==> config.mk <==
export PLATFORM = sky130hd
export DESIGN_NAME = cq_spi_master
export DESIGN_NICKNAME = d
export VERILOG_FILES = /design/src/rtl/cq_spi_master.sv
export SDC_FILE = /design/constraint.sdc
export NUM_CORES = 1
export LEC_CHECK = 0
export BUFFER_PORTS_ARGS = -buffer_cell sky130_fd_sc_hd__buf_2
export CAP_MARGIN = 20
export CORE_AREA = 2 2 169 204
export DETAILED_ROUTE_END_ITERATION = 8
export DIE_AREA = 0 0 171 206
export PLACE_DENSITY = 0.67
export SETUP_SLACK_MARGIN = 0.4
export SYNTH_ARGS = -nofsm -noshare
export SYNTH_HDL_FRONTEND = slang
export SYNTH_SLANG_ARGS = --single-unit
==> constraint.sdc <==
create_clock -name clk -period 4.2 [get_ports clk]
set_input_delay 1.26 -clock clk [delete_from_list [all_inputs] [get_ports clk]]
set_output_delay 1.26 -clock clk [all_outputs]
set_load 0.005 [all_outputs]
==> src/rtl/cq_spi_master.sv <==
module cq_spi_master #(
  parameter int DEPTH = 4,
  parameter int NCS   = 6,
  parameter int CNTW  = 16
) (
  input  logic            clk,
  input  logic            rst_n,
  input  logic            cmd_push,
  input  logic [31:0]     cmd_word,
  input  logic            rx_pop,
  output logic [31:0]     rx_word,
  input  logic            ctl_wr,
  input  logic [31:0]     ctl_wdata,
  output logic [31:0]     ctl_rdata,
  input  logic            attr_wr,
  input  logic [1:0]      attr_idx,
  input  logic [31:0]     attr_wdata,
  input  logic            stat_wr,
  input  logic [31:0]     stat_wdata,
  output logic [31:0]     stat_rdata,
  input  logic            ien_wr,
  input  logic [31:0]     ien_wdata,
  output logic            irq,
  output logic [CNTW-1:0] frame_count,
  input  logic            tick,
  output logic            sck,
  output logic            mosi,
  input  logic            miso,
  output logic [NCS-1:0]  cs_out
);
  localparam int AW = (DEPTH > 1) ? $clog2(DEPTH) : 1;
  localparam int CW = $clog2(DEPTH + 1);

  typedef enum logic [1:0] {S_IDLE, S_LEAD, S_SHIFT, S_TRAIL} st_t;

  function automatic logic [AW-1:0] nxt(input logic [AW-1:0] p);
    return (p == AW'(DEPTH - 1)) ? '0 : p + AW'(1);
  endfunction

  logic [31:0]    txq [DEPTH];
  logic [15:0]    rxq [DEPTH];
  logic [AW-1:0]  tx_wp, tx_rp, rx_wp, rx_rp;
  logic [CW-1:0]  tx_cnt, rx_cnt;
  logic           master_en, ien, eoq_flg, ovf, udf;
  logic [NCS-1:0] inact, cs_pat;
  logic [6:0]     attr [4];
  st_t            st;
  logic [15:0]    tx_sr, rx_sr;
  logic [4:0]     h;
  logic [3:0]     fsz;
  logic           cpha, lsb, cont, eoq_c, ctc, cs_on, sck_r;

  wire [31:0] head      = txq[tx_rp];
  wire [6:0]  head_attr = attr[head[29:28]];
  wire tx_full    = tx_cnt == CW'(DEPTH);
  wire rx_full    = rx_cnt == CW'(DEPTH);
  wire push_ok    = cmd_push && !tx_full;
  wire pop_ok     = rx_pop && rx_cnt != '0;
  wire tx_clr     = ctl_wr && ctl_wdata[11];
  wire rx_clr     = ctl_wr && ctl_wdata[10];
  wire start      = st == S_IDLE && master_en && tx_cnt != '0 && !eoq_flg;
  wire sh_tick    = st == S_SHIFT && tick;
  wire sample     = sh_tick && (h[0] == cpha);
  wire shift_out  = sh_tick && (h[0] != cpha) && (h != '0);
  wire frame_done = sh_tick && (h == {fsz, 1'b1});
  wire rx_push    = frame_done && !rx_full;

  wire [15:0] rx_nx  = !sample ? rx_sr : (lsb ? {miso, rx_sr[15:1]} : {rx_sr[14:0], miso});
  wire [15:0] rx_val = lsb ? (rx_nx >> (4'd15 - fsz)) : rx_nx;

  assign rx_word    = {16'b0, rxq[rx_rp]};
  assign ctl_rdata  = {master_en, 31'b0} | (32'(inact) << 16);
  assign stat_rdata = {3'b0, eoq_flg, 26'b0, ovf, udf};
  assign irq        = eoq_flg & ien;
  assign sck        = sck_r;
  assign mosi       = lsb ? tx_sr[0] : tx_sr[15];
  assign cs_out     = inact ^ (cs_on ? cs_pat : '0);

  always_ff @(posedge clk)
    if (push_ok && !tx_clr) txq[tx_wp] <= cmd_word;

  always_ff @(posedge clk)
    if (rx_push && !rx_clr) rxq[rx_wp] <= rx_val;

  always_ff @(posedge clk or negedge rst_n)
    if (!rst_n) begin
      tx_wp <= '0; tx_rp <= '0; tx_cnt <= '0;
    end else if (tx_clr) begin
      tx_wp <= '0; tx_rp <= '0; tx_cnt <= '0;
    end else begin
      if (push_ok) tx_wp <= nxt(tx_wp);
      if (start)   tx_rp <= nxt(tx_rp);
      tx_cnt <= tx_cnt + CW'(push_ok) - CW'(start);
    end

  always_ff @(posedge clk or negedge rst_n)
    if (!rst_n) begin
      rx_wp <= '0; rx_rp <= '0; rx_cnt <= '0;
    end else if (rx_clr) begin
      rx_wp <= '0; rx_rp <= '0; rx_cnt <= '0;
    end else begin
      if (rx_push) rx_wp <= nxt(rx_wp);
      if (pop_ok)  rx_rp <= nxt(rx_rp);
      rx_cnt <= rx_cnt + CW'(rx_push) - CW'(pop_ok);
    end

  always_ff @(posedge clk or negedge rst_n)
    if (!rst_n) begin
      master_en <= 1'b0; inact <= '0; ien <= 1'b0;
      eoq_flg <= 1'b0; ovf <= 1'b0; udf <= 1'b0; frame_count <= '0;
      for (int i = 0; i < 4; i++) attr[i] <= '0;
    end else begin
      if (ctl_wr) begin
        master_en <= ctl_wdata[31];
        inact     <= ctl_wdata[16 +: NCS];
      end
      if (attr_wr) attr[attr_idx] <= attr_wdata[30:24];
      if (ien_wr)  ien <= ien_wdata[28];
      if (stat_wr) begin
        if (stat_wdata[28]) eoq_flg <= 1'b0;
        if (stat_wdata[1])  ovf <= 1'b0;
        if (stat_wdata[0])  udf <= 1'b0;
      end
      if (frame_done && eoq_c)  eoq_flg <= 1'b1;
      if (cmd_push && tx_full)  ovf <= 1'b1;
      if (rx_pop && rx_cnt == '0) udf <= 1'b1;
      if (frame_done) frame_count <= (ctc ? '0 : frame_count) + CNTW'(1);
    end

  always_ff @(posedge clk or negedge rst_n)
    if (!rst_n) begin
      st <= S_IDLE; cs_on <= 1'b0; sck_r <= 1'b0; h <= '0;
      tx_sr <= '0; rx_sr <= '0; fsz <= '0; cs_pat <= '0;
      cpha <= 1'b0; lsb <= 1'b0; cont <= 1'b0; eoq_c <= 1'b0; ctc <= 1'b0;
    end else begin
      case (st)
        S_IDLE: if (start) begin
          fsz    <= head_attr[6:3];
          sck_r  <= head_attr[2];
          cpha   <= head_attr[1];
          lsb    <= head_attr[0];
          cont   <= head[31];
          eoq_c  <= head[27];
          ctc    <= head[26];
          cs_pat <= head[16 +: NCS];
          tx_sr  <= head_attr[0] ? head[15:0] : (head[15:0] << (4'd15 - head_attr[6:3]));
          rx_sr  <= '0;
          h      <= '0;
          if (cs_on) st <= S_SHIFT;
          else begin
            cs_on <= 1'b1;
            st    <= S_LEAD;
          end
        end
        S_LEAD: if (tick) st <= S_SHIFT;
        S_SHIFT: if (tick) begin
          sck_r <= ~sck_r;
          h     <= h + 5'd1;
          rx_sr <= rx_nx;
          if (shift_out) tx_sr <= lsb ? (tx_sr >> 1) : (tx_sr << 1);
          if (frame_done) st <= cont ? S_IDLE : S_TRAIL;
        end
        S_TRAIL: if (tick) begin
          cs_on <= 1'b0;
          st    <= S_IDLE;
        end
        default: st <= S_IDLE;
      endcase
    end

  AST_TX_BOUND: assert property (@(posedge clk) disable iff (!rst_n) tx_cnt <= CW'(DEPTH));
  AST_RX_BOUND: assert property (@(posedge clk) disable iff (!rst_n) rx_cnt <= CW'(DEPTH));
  AST_EOQ_HALT: assert property (@(posedge clk) disable iff (!rst_n) (eoq_flg && st == S_IDLE) |=> st == S_IDLE);
  AST_CS_HOLD: assert property (@(posedge clk) disable iff (!rst_n) (frame_done && cont) |=> cs_on);
  AST_CNT_STEP: assert property (@(posedge clk) disable iff (!rst_n) (frame_done && !ctc) |=> frame_count == $past(frame_count) + CNTW'(1));
  AST_MASTER_OFF: assert property (@(posedge clk) disable iff (!rst_n) (!master_en && st == S_IDLE) |=> st == S_IDLE);
endmodule

==> run summary <==
The run finished with clean final reports. The async set-or-reset flop fraction in the synthesized netlist works out to 0.4209. Total via count after detailed routing: 9160. Width of the die: 171 µm. Area enclosed by the die boundary: 35230 µm². For the number of instances in the synthesized netlist, the log shows 1126.

The min-delay analysis places its worst path in the category flip-flop to flip-flop. Summed over all nets, the half-perimeter wirelength after detailed placement is 20100 µm. Summed over all instances, the cell type with the most area after synthesis is edfxtp_1. The total I/O pin count was 293.

The layout cell share with drive strength beyond 1 is 0.2574, and the number of warnings printed during yosys synthesis is 0. The mean area per synthesized cell works out to 13.17 µm². The tools report the kind of end point of the critical path as a flip-flop. TritonCTS built the clock tree. Worst-case headroom to the max-slew limit: 0.4507.

During placement, the flow inserted port buffers numbering 109. The tools report the weighted congestion reported at the end of routability-driven placement as 0.8271. Among all flip-flop cells after synthesis, the most frequent one is edfxtp_1.

In the post-route analysis, the smallest setup slack over all paths is 0.7150 ns. The clock root buffer was clkbuf_16. The classification of the worst setup path is input pin to flip-flop. The first-pass iteration count of the detailed router came out at 5.

Summed over all failing endpoints, the final setup total negative slack is 0 ns. The placeable core region was 33520 µm²; the number of H-tree levels was 1. After synthesis, the cell types taking the most area are edfxtp_1 (35%), dfrtp_1 (21%), mux4_2 (8.7%). The routed design could run at a clock period as short as 3.485 ns. The fraction of post-synthesis cell area in the top cell type by area is 0.3482. The power per standard cell area was 651.8 nW/µm².

Gates resized during post-CTS repair numbered 0. The tools report the minimum setup slack after placement as 0.1762 ns. The first global-routing pass estimated 47550 µm of wire. Setup repair after global routing left no endpoint under its margin.

Setup violations remaining at the end of the flow were counted as 0. For this block, the routed nets add up to 29590 µm of wire. Data on the critical path is required at its endpoint by 4.52 ns. After clock tree synthesis, the clock-pin slew on the worst setup and hold paths is 0.06 ns. The area growth from synthesis to final layout is 12.95%, and the critical-path maximum fanout is 15. In this run the core area contains 74 standard-cell rows. The floorplan step set the die height to 206 µm. The design draws 10.92 mW. edfxtp_1 is the most common cell in the netlist. Initial antenna violation count: 2. After detailed routing, the number of vias per cell comes to 5.347. The final max-slew violation count was 0. For this block, the initial DRC count from the detailed router was 453.

Counting along the longest clock path gives a buffer depth of 3. The via count of the first global-routing pass was 9079; the number of max-cap violations was 0. Summed over all layers, the global routing overflow is 0. The overall fraction of global-route tracks in use was 0.1683; the setup skew after layout was 0.01717 ns. The final hold violation count came out at 0. Maximum clock frequency: 286.9 MHz. Final clock period utilization by the worst path: 0.8298.

Hold repair after CTS inserted 0 buffers. Yosys mapped a number of flops with a built-in enable equal to 172. Sequential cell area fraction in the yosys report: 0.5591.

The tools report the unique cell type count in the Yosys netlist as 62. The detail route stage leaves a number of antenna-violating nets equal to 0. The logs give 0 for the count of unresolved DRC violations after routing and 297 for the clock sink total. The initial core utilization came out at 0.4425.

The tools report the total number of nets in the final design as 1423. After clock tree synthesis, the setup repair step added 0 buffers. The latest clock arrival within the worst-skew pair was 0.57 ns.

Data arrival time of the critical path: 3.81 ns. For the pin with the worst max-slew slack, the measured transition is 0.8240 ns. In the final routed layout, each cell accounts on average for 17.27 µm.

Counting instances in the post-synthesis netlist gives the leading cell types as edfxtp_1 (172), dfrtp_1 (125), nand2_1 (98). The TritonCTS buffer count was 31. The synthesized design contains 297 register bits.

The run gives 6.638 nW as the leakage power summed over all cells. The worst ir drop on vdd was 0.0003907 V. The maximum number of pins on one net before global-route repair was 52.

The worst setup path is launched from an input pin. The netlist area before placement was 14830 µm².
area by class of cell:
| class | instances | area [µm²] |
|---|---|---|
| sequential | 297 | 8295 |
| fill | 2958 | 16760 |
| antenna | 2 | 5.005 |
| inverter | 20 | 75.07 |
| timing repair buffer | 141 | 800.8 |
| tap | 456 | 570.5 |
| multi-input combinational | 741 | 5907 |
| clock buffer | 35 | 800.8 |
| clock inverter | 21 | 297.8 |
path summary, 6_finish.rpt:
kind / start / slack (ns) / cells after the start / endpoint
worst max register to register: tx_rp[0] / 0.75 / 7 / tx_sr[15]
min in group asynchronous: rst_n / 0.74 / 1 / attr[16]
worst max-delay path: tick / 0.72 / 7 / rxq[3][3]
worst min register to register: cs_pat[2] / 0.47 / 2 / cs_pat[2]
max in group asynchronous: rst_n / 2.60 / 2 / cs_pat[2]
worst min-delay path: cs_pat[2] / 0.47 / 2 / cs_pat[2]
critical path, stage by stage:
cell and delay, ns:
buf_2 0.14, nand3b_1 0.17, nor2_4 0.49, mux2i_1 0.32, mux4_2 0.56, mux4_2 0.49, mux2i_1 0.36
cells by family (layout without fill, tap and decap cells):
group | count (synthesis) | in the layout | share of synthesized area
buf+inv | 157 | 217 | 0.06091
xor+xnor | 25 | 25 | 0.01476
simple gates | 245 | 245 | 0.07829
compound gates | 180 | 180 | 0.07314
mux | 202 | 202 | 0.1965
flops | 297 | 297 | 0.5591
fa+ha+maj | 19 | 19 | 0.01704
other cells | 1 | 72 | 0.0002528
per-stage QoR:
stage	util	hold slack, ns	std cells	cell area, µm²
after detailed placement	0.4669	0.4658	1655	15650
after CTS	0.4997	0.4795	1711	16750
after floorplan	-	0.4455	1195	15090
after global placement	0.4669	0.4631	1655	15650
after global routing	0.4997	0.4975	1711	16750
final	0.4998	0.4711	1713	16750
metal layers:
layer / track usage / wire, µm / up-vias
met5: 0 / 0 / -
met4: 0.04964 / 661 / 0
met3: 0.02375 / 1403 / 47
met2: 0.2974 / 15170 / 223
met1: 0.2151 / 12350 / 4567
li1: - / - / 4323
sequential cells by signal (all words and copies together) (netlist names), 2 cells and up:
register and flops:
rx_rp 2, tx_wp 2, tx_rp 2, rx_wp 2, rx_sr 16, tx_sr 16
attr 28, fsz 4, rx_cnt 3, txq 108, rxq 64, cs_pat 6
tx_cnt 3, frame_count 16, h 5, inact 6, st 2
cells in the final DEF, fill, tap and decap left out, types with 6 or more instances in the layout:
| cell type | instances |
|---|---|
| a21oi_1 | 55 |
| nor2_1 | 33 |
| clkbuf_16 | 31 |
| nand4_1 | 9 |
| dfrtp_1 | 123 |
| conb_1 | 70 |
| a211oi_1 | 10 |
| nand3_1 | 38 |
| buf_4 | 32 |
| o22ai_1 | 11 |
| xor2_1 | 12 |
| ha_1 | 17 |
| and3_1 | 10 |
| buf_2 | 108 |
| bufinv_16 | 6 |
| a31oi_1 | 6 |
| inv_1 | 20 |
| mux4_2 | 57 |
| o21ai_0 | 63 |
| edfxtp_1 | 172 |
| nor3_1 | 19 |
| nand2b_1 | 9 |
| and2_1 | 9 |
| xnor2_1 | 13 |
| nand2_1 | 98 |
| mux2i_1 | 75 |
| mux2_2 | 61 |
power breakdown:
part | leakage (nW) | switching (mW) | internal, mW
sequential | 3.23 | 0.437 | 3.60
clock | 0.524 | 1.16 | 1.75
combinational | 2.88 | 2.25 | 1.71
total | 6.64 | 3.85 | 7.07
Power figures use the tool's default switching activity.
